**config.mk**
```make
export PLATFORM = sky130hd
export DESIGN_NAME = adc_dma_writer
export DESIGN_NICKNAME = d
export VERILOG_FILES = /design/src/rtl/adc_dma_pkg.sv /design/src/rtl/adc_dma_seq.sv /design/src/rtl/adc_dma_ptr.sv /design/src/rtl/adc_dma_flags.sv /design/src/rtl/adc_dma_writer.sv
export SDC_FILE = /design/constraint.sdc
export NUM_CORES = 1
export LEC_CHECK = 0
export BUFFER_PORTS_ARGS = -buffer_cell sky130_fd_sc_hd__buf_4
export CORE_UTILIZATION = 25
export DETAILED_ROUTE_END_ITERATION = 8
export PLACE_DENSITY_LB_ADDON = 0.1
export SLEW_MARGIN = 20
export SYNTH_ARGS = -nofsm -noshare
export SYNTH_HDL_FRONTEND = slang
export SYNTH_SLANG_ARGS = --single-unit
```
**constraint.sdc**
```tcl
create_clock -name clk -period 5.8 [get_ports clk]
set_clock_uncertainty 0.1 [all_clocks]
set_input_delay 0.58 -clock clk [delete_from_list [all_inputs] [get_ports clk]]
set_output_delay 0.58 -clock clk [all_outputs]
set_load 0.05 [all_outputs]
```
**src/rtl/adc_dma_pkg.sv**
```systemverilog
package adc_dma_pkg;
  typedef enum logic [1:0] {
    CH_IDLE = 2'd0,
    CH_RUN  = 2'd1,
    CH_STOP = 2'd2
  } ch_state_t;

  localparam int unsigned FLAG_HALF = 0;
  localparam int unsigned FLAG_FULL = 1;
  localparam int unsigned FLAG_OVF  = 2;
  localparam int unsigned NFLAGS    = 3;
endpackage

```
**src/rtl/adc_dma_seq.sv**
```systemverilog
module adc_dma_seq
  import adc_dma_pkg::*;
#(
  parameter int unsigned SW = 10
) (
  input  logic          clk,
  input  logic          rst_n,
  input  logic          ctl_reset,
  input  logic          ctl_load,
  input  logic [SW-1:0] cfg_size,
  input  logic          cfg_wrap,
  input  logic          smp_valid,
  output logic          wr_fire,
  output logic          wrap_evt,
  output logic          half_evt,
  output logic          full_evt,
  output logic          ovf_evt
);
  ch_state_t     state_q;
  logic [SW-1:0] size_q;
  logic [SW-1:0] cnt_q;
  logic          wrap_q;
  logic          strobe;
  logic [SW:0]   cnt_nx;
  logic [SW-1:0] half_pt;
  logic          is_last;

  always_comb begin
    strobe   = ctl_reset | ctl_load;
    cnt_nx   = {1'b0, cnt_q} + {{SW{1'b0}}, 1'b1};
    half_pt  = size_q >> 1;
    is_last  = (cnt_nx == {1'b0, size_q});
    wr_fire  = smp_valid & ~strobe & (state_q == CH_RUN);
    full_evt = wr_fire & is_last;
    wrap_evt = full_evt & wrap_q;
    half_evt = wr_fire & (half_pt != '0) & (cnt_nx == {1'b0, half_pt});
    ovf_evt  = smp_valid & ~strobe & (state_q == CH_STOP);
  end

  always_ff @(posedge clk) begin
    if (!rst_n) begin
      state_q <= CH_IDLE;
      size_q  <= '0;
      cnt_q   <= '0;
      wrap_q  <= 1'b0;
    end else if (ctl_reset) begin
      state_q <= CH_IDLE;
      cnt_q   <= '0;
    end else if (ctl_load) begin
      size_q  <= cfg_size;
      wrap_q  <= cfg_wrap;
      cnt_q   <= '0;
      state_q <= (cfg_size == '0) ? CH_STOP : CH_RUN;
    end else if (wr_fire) begin
      if (is_last) begin
        cnt_q   <= '0;
        state_q <= wrap_q ? CH_RUN : CH_STOP;
      end else begin
        cnt_q <= cnt_nx[SW-1:0];
      end
    end
  end

  AST_CNT_BOUND: assert property (@(posedge clk) disable iff (!rst_n)
    (state_q == CH_RUN) |-> (cnt_q < size_q));
endmodule

```
**src/rtl/adc_dma_ptr.sv**
```systemverilog
module adc_dma_ptr #(
  parameter int unsigned AW = 16
) (
  input  logic          clk,
  input  logic          rst_n,
  input  logic          ctl_reset,
  input  logic          ctl_load,
  input  logic [AW-1:0] cfg_base,
  input  logic          wr_fire,
  input  logic          wrap_evt,
  output logic [AW-1:0] ptr
);
  localparam logic [AW-1:0] STEP = AW'(2);

  logic [AW-1:0] ptr_q;
  logic [AW-1:0] base_q;
  logic [AW-1:0] base_even;

  assign base_even = {cfg_base[AW-1:1], 1'b0};
  assign ptr       = ptr_q;

  always_ff @(posedge clk) begin
    if (!rst_n) begin
      ptr_q  <= '0;
      base_q <= '0;
    end else if (ctl_reset || ctl_load) begin
      ptr_q  <= base_even;
      base_q <= base_even;
    end else if (wrap_evt) begin
      ptr_q <= base_q;
    end else if (wr_fire) begin
      ptr_q <= ptr_q + STEP;
    end
  end

  AST_PTR_STEP: assert property (@(posedge clk) disable iff (!rst_n)
    (wr_fire && !wrap_evt) |=> (ptr_q == $past(ptr_q) + STEP));
endmodule

```
**src/rtl/adc_dma_flags.sv**
```systemverilog
module adc_dma_flags
  import adc_dma_pkg::*;
(
  input  logic              clk,
  input  logic              rst_n,
  input  logic [NFLAGS-1:0] set_evt,
  input  logic [NFLAGS-1:0] clr,
  output logic [NFLAGS-1:0] flags
);
  for (genvar i = 0; i < NFLAGS; i++) begin : g_flag
    logic f_q;
    always_ff @(posedge clk) begin
      if (!rst_n)          f_q <= 1'b0;
      else if (set_evt[i]) f_q <= 1'b1;
      else if (clr[i])     f_q <= 1'b0;
    end
    assign flags[i] = f_q;
  end
endmodule

```
**src/rtl/adc_dma_writer.sv**
```systemverilog
module adc_dma_writer
  import adc_dma_pkg::*;
#(
  parameter int unsigned AW = 16,
  parameter int unsigned SW = 10,
  parameter int unsigned DW = 16
) (
  input  logic          clk,
  input  logic          rst_n,
  input  logic [AW-1:0] cfg_base,
  input  logic [SW-1:0] cfg_size,
  input  logic          cfg_wrap,
  input  logic          ctl_reset,
  input  logic          ctl_load,
  input  logic [2:0]    flag_clr,
  input  logic          smp_valid,
  output logic          smp_ready,
  input  logic [DW-1:0] smp_data,
  output logic          mem_req,
  output logic [AW-1:0] mem_addr,
  output logic [DW-1:0] mem_data,
  output logic [AW-1:0] cur_ptr,
  output logic          flag_half,
  output logic          flag_full,
  output logic          flag_overflow
);
  logic              wr_fire, wrap_evt, half_evt, full_evt, ovf_evt;
  logic [NFLAGS-1:0] set_vec, flag_vec;

  adc_dma_seq #(.SW(SW)) u_seq (
    .clk(clk), .rst_n(rst_n), .ctl_reset(ctl_reset), .ctl_load(ctl_load),
    .cfg_size(cfg_size), .cfg_wrap(cfg_wrap), .smp_valid(smp_valid),
    .wr_fire(wr_fire), .wrap_evt(wrap_evt), .half_evt(half_evt),
    .full_evt(full_evt), .ovf_evt(ovf_evt)
  );

  adc_dma_ptr #(.AW(AW)) u_ptr (
    .clk(clk), .rst_n(rst_n), .ctl_reset(ctl_reset), .ctl_load(ctl_load),
    .cfg_base(cfg_base), .wr_fire(wr_fire), .wrap_evt(wrap_evt), .ptr(cur_ptr)
  );

  always_comb begin
    set_vec            = '0;
    set_vec[FLAG_HALF] = half_evt;
    set_vec[FLAG_FULL] = full_evt;
    set_vec[FLAG_OVF]  = ovf_evt;
  end

  adc_dma_flags u_flags (
    .clk(clk), .rst_n(rst_n), .set_evt(set_vec), .clr(flag_clr), .flags(flag_vec)
  );

  assign smp_ready     = 1'b1;
  assign mem_req       = wr_fire;
  assign mem_addr      = cur_ptr;
  assign mem_data      = smp_data;
  assign flag_half     = flag_vec[FLAG_HALF];
  assign flag_full     = flag_vec[FLAG_FULL];
  assign flag_overflow = flag_vec[FLAG_OVF];

  AST_ADDR_EVEN: assert property (@(posedge clk) disable iff (!rst_n)
    mem_req |-> !mem_addr[0]);
  AST_RESET_PTR: assert property (@(posedge clk) disable iff (!rst_n)
    ctl_reset |=> (cur_ptr == {$past(cfg_base[AW-1:1]), 1'b0}));
  AST_OVF_CAUSE: assert property (@(posedge clk) disable iff (!rst_n)
    $rose(flag_overflow) |-> $past(smp_valid));
  AST_NO_WRITE_IN_STROBE: assert property (@(posedge clk) disable iff (!rst_n)
    (ctl_reset || ctl_load) |-> !mem_req);
endmodule

```
Word level (Yosys, flattened, before mapping)
Cells that the tools add are included.

Bits of input ports: 51. Word-level logic and storage cells: 57. Register bits: 57. Output and inout bits: 53.

Multiplexer cells: 15. Eq/ne operators: 4. Reduce and logical (&&, ||, !) cells: 15. $add $sub $neg: 2. Bitwise operators: 11.

Operators by type and width (count): 16-bit 2-to-1 mux (3); 16-bit by 2-bit adder with 16-bit output (second input constant) (1); 2-bit nonzero test (6); 10-bit by 1-bit adder with 11-bit output (second input constant) (1); 11-bit by 10-bit == test with 1-bit output (1); 11-bit by 9-bit == test with 1-bit output (1); 10-bit zero test (1); 10-bit 2-to-1 mux (1); 2-bit 2-to-1 mux (5); 10-bit nonzero test (1); 1-bit bitwise AND (7); 1-bit 2-to-1 mux (6); 2-bit AND reduction (2); 2-bit OR reduction (2); 1-bit NOT (3); 3-bit nonzero test (1); 3-bit OR reduction (1); 2-bit by 1-bit == test with 1-bit output (second input constant) (1); 2-bit == test (second input constant) (1); 1-bit logical OR (1); 1-bit OR (1).

Longest topological paths before layout
Gate-level depths: netlist of run 1.

Depth after elaboration: 8. Gate-level depth with buffers: 9. Gate-level depth less buffers: 8.

By module
Synthesis of run 1 repeated with hierarchy kept, for this count alone.

Cells, all modules: 459. Area, all modules: 3621.0 um^2.

By module, submodules not included: adc_dma_ptr (area each 1640.3 um^2, sequential area each 620.6 um^2, cells each 214, times used 1); adc_dma_seq (area each 1582.8 um^2, sequential area each 460.4 um^2, cells each 199, times used 1); adc_dma_writer (area each 251.5 um^2, sequential area each 0.0 um^2, cells each 34, times used 1); adc_dma_flags (area each 146.4 um^2, sequential area each 60.1 um^2, cells each 12, times used 1).

Worst setup path before layout of run 1
No wires, ideal clock.

Path kind: input -> output. Start: input port ctl_load. End: output port mem_req. Arrival time: 2.114 ns. Setup slack: 3.006 ns. Stages on the path: 5. Data required time: 5.120 ns. Path buffers: 2. Path through: nor3b_1 > nand2_1 > inv_1 > clkbuf_1 > clkbuf_1.

Cells in the longest elaborated chain, start to end: 4.

Ends and longest elaborated chain: from (decl) (line adc_dma_writer.sv:14) `input logic ctl_load,`; 1-bit OR (line adc_dma_seq.sv:29) `strobe = ctl_reset | ctl_load;`; 1-bit NOT (line adc_dma_seq.sv:33) `wr_fire = smp_valid & ~strobe & (state_q == CH_RUN);`; 1-bit bitwise AND (2 in series) (line adc_dma_seq.sv:33); to (decl) (line adc_dma_writer.sv:19) `output logic mem_req,`.

Every way passes these cells.

Final worst setup path of run 1
Start: register u_seq.cnt_q[0]. End: register u_ptr.ptr_q[1], in the netlist u_ptr.ptr[1].

Cells in the longest elaborated chain, start to end: 6. Elaborated cells between the ends (all ways): 7. Those cells by class: 1 x add/sub; 1 x eq/ne; 2 x mux; 2 x bitwise; 1 x reduce/logical.

Ends and longest elaborated chain: from (decl) (line adc_dma_seq.sv:21) `logic [SW-1:0] cnt_q;`; from (signal assigned) (line adc_dma_seq.sv:59) `cnt_q <= cnt_nx[SW-1:0];`; 10-bit by 1-bit adder with 11-bit output (*) (line adc_dma_seq.sv:30) `cnt_nx = {1'b0, cnt_q} + {{SW{1'b0}}, 1'b1};`; 11-bit by 10-bit == test with 1-bit output (*) (line adc_dma_seq.sv:32) `is_last = (cnt_nx == {1'b0, size_q});`; 1-bit bitwise AND (*) (line adc_dma_seq.sv:34) `full_evt = wr_fire & is_last;`; 1-bit bitwise AND (*) (line adc_dma_seq.sv:35) `wrap_evt = full_evt & wrap_q;`; 16-bit 2-to-1 mux (line adc_dma_ptr.sv:29) `end else if (wrap_evt) begin`; 16-bit 2-to-1 mux (line adc_dma_ptr.sv:26) `end else if (ctl_reset || ctl_load) begin`; to (signal assigned) (line adc_dma_ptr.sv:27) `ptr_q <= base_even;`; to (signal assigned) (line adc_dma_ptr.sv:30) `ptr_q <= base_q;`; to (signal assigned) (line adc_dma_ptr.sv:32) `ptr_q <= ptr_q + STEP;`; to (decl) (line adc_dma_ptr.sv:15) `logic [AW-1:0] ptr_q;`.

Mark *: on every way between the ends. The rest lies on a longest branch, timed or not. A chain may end at the register's enable or synchronous reset.

==> results of run 1 <==
[synthesized netlist by cell type (all sizes together) (2+ instances only)]
cell / count / area share (%)
and4: 5 / 1.4
a22oi: 2 / 0.43
a21boi: 5 / 1.1
or4: 2 / 0.43
nor3b: 2 / 0.43
dfxtp: 57 / 33
nor2: 24 / 2.6
a21oi: 52 / 7.4
nand4: 7 / 1.3
o211ai: 4 / 0.86
xnor2: 24 / 6.4
and3: 7 / 1.4
nand2b: 3 / 0.54
mux2i: 13 / 3.7
o21ai: 3 / 0.43
and2: 3 / 0.61
o32ai: 2 / 0.50
o22ai: 3 / 0.54
o221ai: 9 / 2.3
nand3: 12 / 1.7
clkbuf: 16 / 1.7
a211oi: 3 / 0.64
ha: 2 / 0.72
nor3: 6 / 0.86
nor2b: 3 / 0.54
xor2: 13 / 3.3
nand2: 78 / 8.4
inv: 5 / 0.54
nor4b: 2 / 0.50
buf: 43 / 9.1
xnor3: 3 / 2.0
or2: 2 / 0.36
nor4: 7 / 1.3
a31oi: 2 / 0.36
[sequential cells by signal, summed over array words and instances (netlist names)]
name	flops
u_seq.state_q	2
u_flags.g_flag.f_q	3
u_ptr.ptr	16
u_seq.cnt_q	10
u_ptr.base_q	15
u_seq.size_q	10
u_seq.wrap_q	1
[metrics by stage]
step / util, % / worst slack, ns
global route: 31.0 / 2.01
finish: 31.0 / 2.22
CTS: 31.0 / 2.18
global placement: 28.8 / 2.21
detailed placement: 28.8 / 2.18
floorplan: - / 3.01
[critical path, stage by stage (launching register included)]
cell      delay [ns]
dfxtp_1         0.49
ha_1            0.30
and3_4          0.25
and3_1          0.26
xnor3_1         0.21
a21boi_1        0.31
nand4_1         0.82
and2_1          0.49
o32ai_1         0.24
[worst min path at each step]
stage                          start               end  slack [ns]  cells past startpoint
detailed placement  u_ptr.base_q[12]  u_ptr.base_q[12]        0.35                      2
CTS                 u_ptr.base_q[12]  u_ptr.base_q[12]        0.35                      2
floorplan           u_ptr.base_q[12]  u_ptr.base_q[12]        0.33                      2
global route         u_ptr.base_q[8]   u_ptr.base_q[8]        0.37                      2
finish              u_ptr.base_q[12]  u_ptr.base_q[12]        0.35                      2
global placement    u_ptr.base_q[13]  u_ptr.base_q[13]        0.34                      2
[area by class of cell]
type / count / area, um2 / area share, %
Clock buffer: 11 / 243 / 5.82
Clock inverter: 5 / 55.1 / 1.32
Inverter: 6 / 22.5 / 0.540
Multi-Input combinational cell: 315 / 1950 / 46.9
Sequential cell: 57 / 1140 / 27.4
Tap cell: 176 / 220 / 5.28
Timing Repair Buffer: 71 / 533 / 12.8
[metal layers]
metal | global-route usage, % | part of all wire, %
met1 | 18.4 | 47
met2 | 24.1 | 47
met3 | 4.10 | 4.9
met4 | 3.16 | 0.83
met5 | 0 | 0
[layout by cell type, fill, tap and decap left out, drive strengths merged, types with 3 or more instances in the layout]
cell type / n
a211oi: 3
a21boi: 5
a21oi: 52
and2: 3
and3: 7
and4: 5
buf: 71
clkbuf: 11
clkinv: 3
dfxtp: 57
inv: 5
mux2i: 13
nand2: 78
nand2b: 3
nand3: 12
nand4: 7
nor2: 24
nor2b: 3
nor3: 6
nor4: 7
o211ai: 4
o21ai: 3
o221ai: 9
o22ai: 3
xnor2: 24
xnor3: 3
xor2: 13
[kinds of logic after synthesis]
family,Yosys count,share of synthesized area [%]
XOR/XNOR,40,11.7
buffers and inverters,65,11.5
flip-flops,57,32.7
other,1,0.107
adder cells (fa/ha/maj),2,0.716
multiplexers,13,3.72
AO/OA/AOI/OAI,93,16.7
AND/OR/NAND/NOR,166,23.0
[power groups by stage]
stage               Combinational [mW]  Clock (mW)  Sequential (mW)
global route                     0.184       0.566            0.438
floorplan                        0.131           0            0.460
finish                           0.171       0.531            0.434
global placement                 0.172           0            0.443
detailed placement               0.172           0            0.443
CTS                              0.172       0.547            0.435
==> results.json, run 1 <==
{
  "cap_violations": 0,
  "finalWirelength_mm": 10.0,
  "whs_ns": 0.349,
  "synth.distinct_cells": 57,
  "grt_first_pass_wirelength_mm": 16.1,
  "synth_area_um2": 3490,
  "design_area_um2": 4170,
  "post_cts_buffers": 0,
  "ir_drop_mv": 0.110,
  "combPwrFrac_pct": 15.1,
  "ys_seq_area_share_pct": 32.7,
  "vias": 3107,
  "drt-wirelength-per-cell_um": 15.6,
  "cts_max_level": 3,
  "yosys_warnings": 0,
  "num_io_pins": 104,
  "slew_viol_final": 0,
  "crit_path_end_kind": "register",
  "clock-root-buffer": "clkbuf_16",
  "finalCritPeriodShare_pct": 61.8,
  "cts_tree": "done",
  "numCtsBuffers": 9,
  "place_area_um2": 3870,
  "ys_ff_latch": 57,
  "setup_viol": 0,
  "p_clk_share_pct": 46.7,
  "grt_remaining_overflow": 0,
  "rows": 42,
  "core-area_um2": 13500,
  "drt_iter0_drc": 113,
  "worstRegToRegCells": 8,
  "clk_latency_ns": 0.33,
  "max_freq_ghz": 0.279,
  "cp_max_fo": 13,
  "tns_ns": 0,
  "numClockSinks": 57,
  "timing.rr.start": "u_seq.cnt_q[0]",
  "outcome": "finished, final reports clean",
  "fin_crit_ns": 3.58,
  "die_w_um": 120,
  "syn_nets": 490,
  "clk_pin_slew_worst_paths_ns": 0.05,
  "drc": 0,
  "gp_congestion": 0.764,
  "dieArea_um2": 14500,
  "nFillCells": 1518,
  "netSwitchingFraction_pct": 28.1,
  "cts_resized": 0,
  "startpoint_type": "register",
  "grt_setup_unrepaired": "no",
  "hold_viol": 0,
  "totalPowerFinal_mw": 1.14,
  "area_growth_pct": 19.3,
  "viasPerCell": 4.85,
  "grt_usage_pct": 14.4,
  "reg2reg_to": "u_ptr.ptr[1]",
  "slew_headroom_pct": 30.3,
  "die_y_um": 120,
  "crit_required_ns": 5.91,
  "clockBufferDepth": 2,
  "final_net_count": 513,
  "synth_edf_count": 0,
  "p_leak_nw": 1.64,
  "ant_nets": 0,
  "grt_antenna_before_repair": 0,
  "crit_path_end": "u_ptr.ptr[1]",
  "grt_pass1_vias": 2971,
  "post-place-cells": 625,
  "power.internal_uw": 816,
  "antennaDiodeCount": 0,
  "p_switching_uw": 320,
  "crit_type": "register to register",
  "pwr-share-seq_pct": 38.2,
  "finalNonFillerCells": 641,
  "crit_start": "u_seq.cnt_q[0]",
  "r2r_slack_ns": 2.22,
  "grt_start_max_net_pins": 35,
  "start_util_pct": 26.0,
  "power_density_nw_per_um2": 273,
  "hold_path.class": "register to register",
  "portBuffers": 69,
  "drive_gt1_share_pct": 20.9,
  "avgSynthCellArea_um2": 7.99,
  "worstPathArrival_ns": 3.70,
  "async_flop_share_pct": 0,
  "worst_slew_pin_slew_ns": 1.04,
  "synth-main-ff-cell": "dfxtp_1",
  "dpl.hpwl_mm": 7.12,
  "dr.pass1.iters": 5,
  "cts_hold_buf": 0,
  "synth_cells": 437
}
Note: power is estimated with default switching activity, not from simulation.
==> run 2, diff against run 1 <==
--- a/config.mk
+++ b/config.mk
@@ -5,6 +5,7 @@
 export SDC_FILE = /design/constraint.sdc
 export NUM_CORES = 1
 export LEC_CHECK = 0
+export ABC_AREA = 1
 export BUFFER_PORTS_ARGS = -buffer_cell sky130_fd_sc_hd__buf_4
 export CORE_UTILIZATION = 25
 export DETAILED_ROUTE_END_ITERATION = 8
==> constraint.sdc (replaced) <==
create_clock -name clk -period 2.93 [get_ports clk]
set_clock_uncertainty 0.1 [all_clocks]
set_input_delay 0.293 -clock clk [delete_from_list [all_inputs] [get_ports clk]]
set_output_delay 0.293 -clock clk [all_outputs]
set_load 0.05 [all_outputs]
==> run 2 against run 1 <==
Compared with the run above: synthesized area decreased by 0.29%; clock power increased by 100%; total power increased by 100%; fmax grew 42%; global-route usage shrank 0.14 points; highest routed layer unchanged.
==> results.json, run 2 <==
{
  "outcome": "finished, final reports clean",
  "final_util_pct": 31.8,
  "async_flop_share_pct": 0,
  "dpl.hpwl_mm": 6.92,
  "grt_start_max_net_pins": 33,
  "startpoint_type": "register",
  "core-area_um2": 13400,
  "setup_ws_ns": 0.399,
  "finalCritPeriodShare_pct": 86.4,
  "netlist.area_leader.share_pct": 32.8,
  "place_area_um2": 3970,
  "fin_crit_ns": 2.53,
  "rows": 42,
  "numClockSinks": 57,
  "final_cell_mix": "nand2_1 (107), buf_4 (80), inv_1 (68), dfxtp_1 (57), a21oi_1 (55)",
  "gp_congestion": 0.789,
  "die_y_um": 120,
  "synth_edf_count": 0,
  "worst_slew_pin_slew_ns": 0.512,
  "drt-wirelength-per-cell_um": 13.0,
  "cts_hold_buf": 0,
  "multi_input_area_um2": 1730,
  "synth.distinct_cells": 34,
  "cap_violations": 0,
  "grt_remaining_overflow": 0,
  "tns_ns": 0,
  "slew_viol_final": 0,
  "die_w_um": 120,
  "viasPerCell": 4.50,
  "slew_headroom_pct": 65.5,
  "num_io_pins": 104,
  "hold_viol": 0,
  "cts_resized": 0,
  "grt_first_pass_wirelength_mm": 15.8,
  "ys_ff_latch": 57,
  "synth-main-ff-cell": "dfxtp_1",
  "clock-root-buffer": "clkbuf_16",
  "ant_nets": 0,
  "hold_path.class": "primary input to register",
  "clk_latency_ns": 0.33,
  "final_net_count": 615,
  "avgSynthCellArea_um2": 6.66,
  "portBuffers": 69,
  "setup_viol": 0,
  "synth_cells": 523,
  "dr.pass1.iters": 4,
  "p_leak_nw": 1.93,
  "synth.most_common_cell": "nand2_1",
  "post_cts_buffers": 0,
  "crit_type": "register to register",
  "vias": 3342,
  "synth_area_um2": 3480,
  "ys_seq_area_share_pct": 32.8,
  "netlist_top_cells_area": "dfxtp_1 (33%), nand2_1 (12%), a21oi_1 (7.9%)",
  "max_freq_ghz": 0.395,
  "clockBufferDepth": 2,
  "clk_pin_slew_worst_paths_ns": 0.06,
  "crit_path_end_kind": "register",
  "worstPathArrival_ns": 2.66,
  "regArea_um2": 1140,
  "syn_nets": 576,
  "drt_iter0_drc": 181,
  "crit_required_ns": 3.06,
  "pre_cts_ws_ns": 0.389,
  "design_area_um2": 4260,
  "grt_pass1_vias": 3143,
  "cts_max_level": 3,
  "yosys.area.top_type": "dfxtp_1",
  "start_util_pct": 26.0,
  "largest_reg_flops": 16,
  "yosys_warnings": 0,
  "r2r_slack_ns": 0.40,
  "drc": 0,
  "netlist_top_cells_count": "nand2_1 (107), inv_1 (68), dfxtp_1 (57)",
  "drive_gt1_share_pct": 19.6,
  "antennaDiodeCount": 0,
  "dieArea_um2": 14400,
  "nFillCells": 1473,
  "power_density_nw_per_um2": 543,
  "ir_drop_mv": 0.282,
  "grt_setup_unrepaired": "no",
  "area_growth_pct": 22.4,
  "grt_usage_pct": 14.3,
  "finalWirelength_mm": 9.62,
  "grt_antenna_before_repair": 0,
  "cp_max_fo": 20,
  "cts_tree": "done",
  "numCtsBuffers": 9,
  "layout_commonest_cell": "nand2_1"
}
run 2: cell types whose count changed after synthesis, sizes merged, moves of 5 or more:
cell and change:
and4 -5, inv +65, xnor2 -21, nand4 +11
o221ai -9, mux2i -13, o21ai +27, a211oi +6
and3 -7, nor2 +23, nand2 +32, nand3 +24
run 2: area by class of cell:
cell class	count	area share [%]
repair buffers	80	14.1
flip-flops and latches	57	26.8
multi-input cells	340	40.5
clock inverters	3	0.939
clock buffers	12	6.02
inverters	74	6.52
well taps	176	5.17
run 2: worst paths after layout:
| check | startpoint | to | cells after the start |
|---|---|---|---|
| max | u_seq.cnt_q[0] | u_ptr.ptr[5] | 14 |
| min | cfg_wrap | u_seq.wrap_q | 3 |
| max reg2reg | u_seq.cnt_q[0] | u_ptr.ptr[5] | 14 |
| min reg2reg | u_ptr.base_q[3] | u_ptr.base_q[3] | 2 |
run 2: worst max-delay path, stage by stage (launching register included):
cell	delay (ns)
dfxtp_1	0.46
ha_1	0.28
nand3_2	0.14
nor2_4	0.14
nand2_1	0.06
nand2_1	0.05
nand2_1	0.14
xor2_2	0.20
nor2_4	0.22
nand3_2	0.09
buf_4	0.23
nand2_1	0.08
nand2_1	0.04
o21ai_1	0.11
inv_1	0.05
run 2: cells by family (layout without fill, tap and decap cells):
family,count (synthesis),count (layout),synth area share [%]
XOR/XNOR,13,13,3.88
AO/OA/AOI/OAI,103,103,16.5
AND/OR/NAND/NOR,221,221,28.4
adder cells (fa/ha/maj),2,2,0.718
buffers and inverters,126,169,17.7
other,1,1,0.108
flip-flops,57,57,32.8
run 2: layer usage:
metal | up-vias | share of wire [%] | wire length, um | global-route usage (%)
li1 | 1746 | - | - | -
met5 | - | 0 | 0 | 0
met4 | 0 | 1.9 | 179 | 6.72
met3 | 10 | 4.2 | 404 | 2.99
met2 | 70 | 43 | 4140 | 21.1
met1 | 1516 | 51 | 4890 | 19.6
run 2: stage by stage:
stage | total power [mW] | hold slack (ns) | cells
global route | 2.42 | 0.104 | 742
floorplan | 1.20 | 0.328 | 523
finish | 2.31 | 0.0962 | 742
global placement | 1.26 | 0.357 | 727
detailed placement | 1.26 | 0.362 | 727
CTS | 2.35 | 0.0897 | 742
run 2: report_power, final:
part           internal [mW]  switching [mW]  total [mW]
clock                  0.696           0.373        1.07
sequential             0.817          0.0337       0.850
combinational          0.136           0.258       0.394
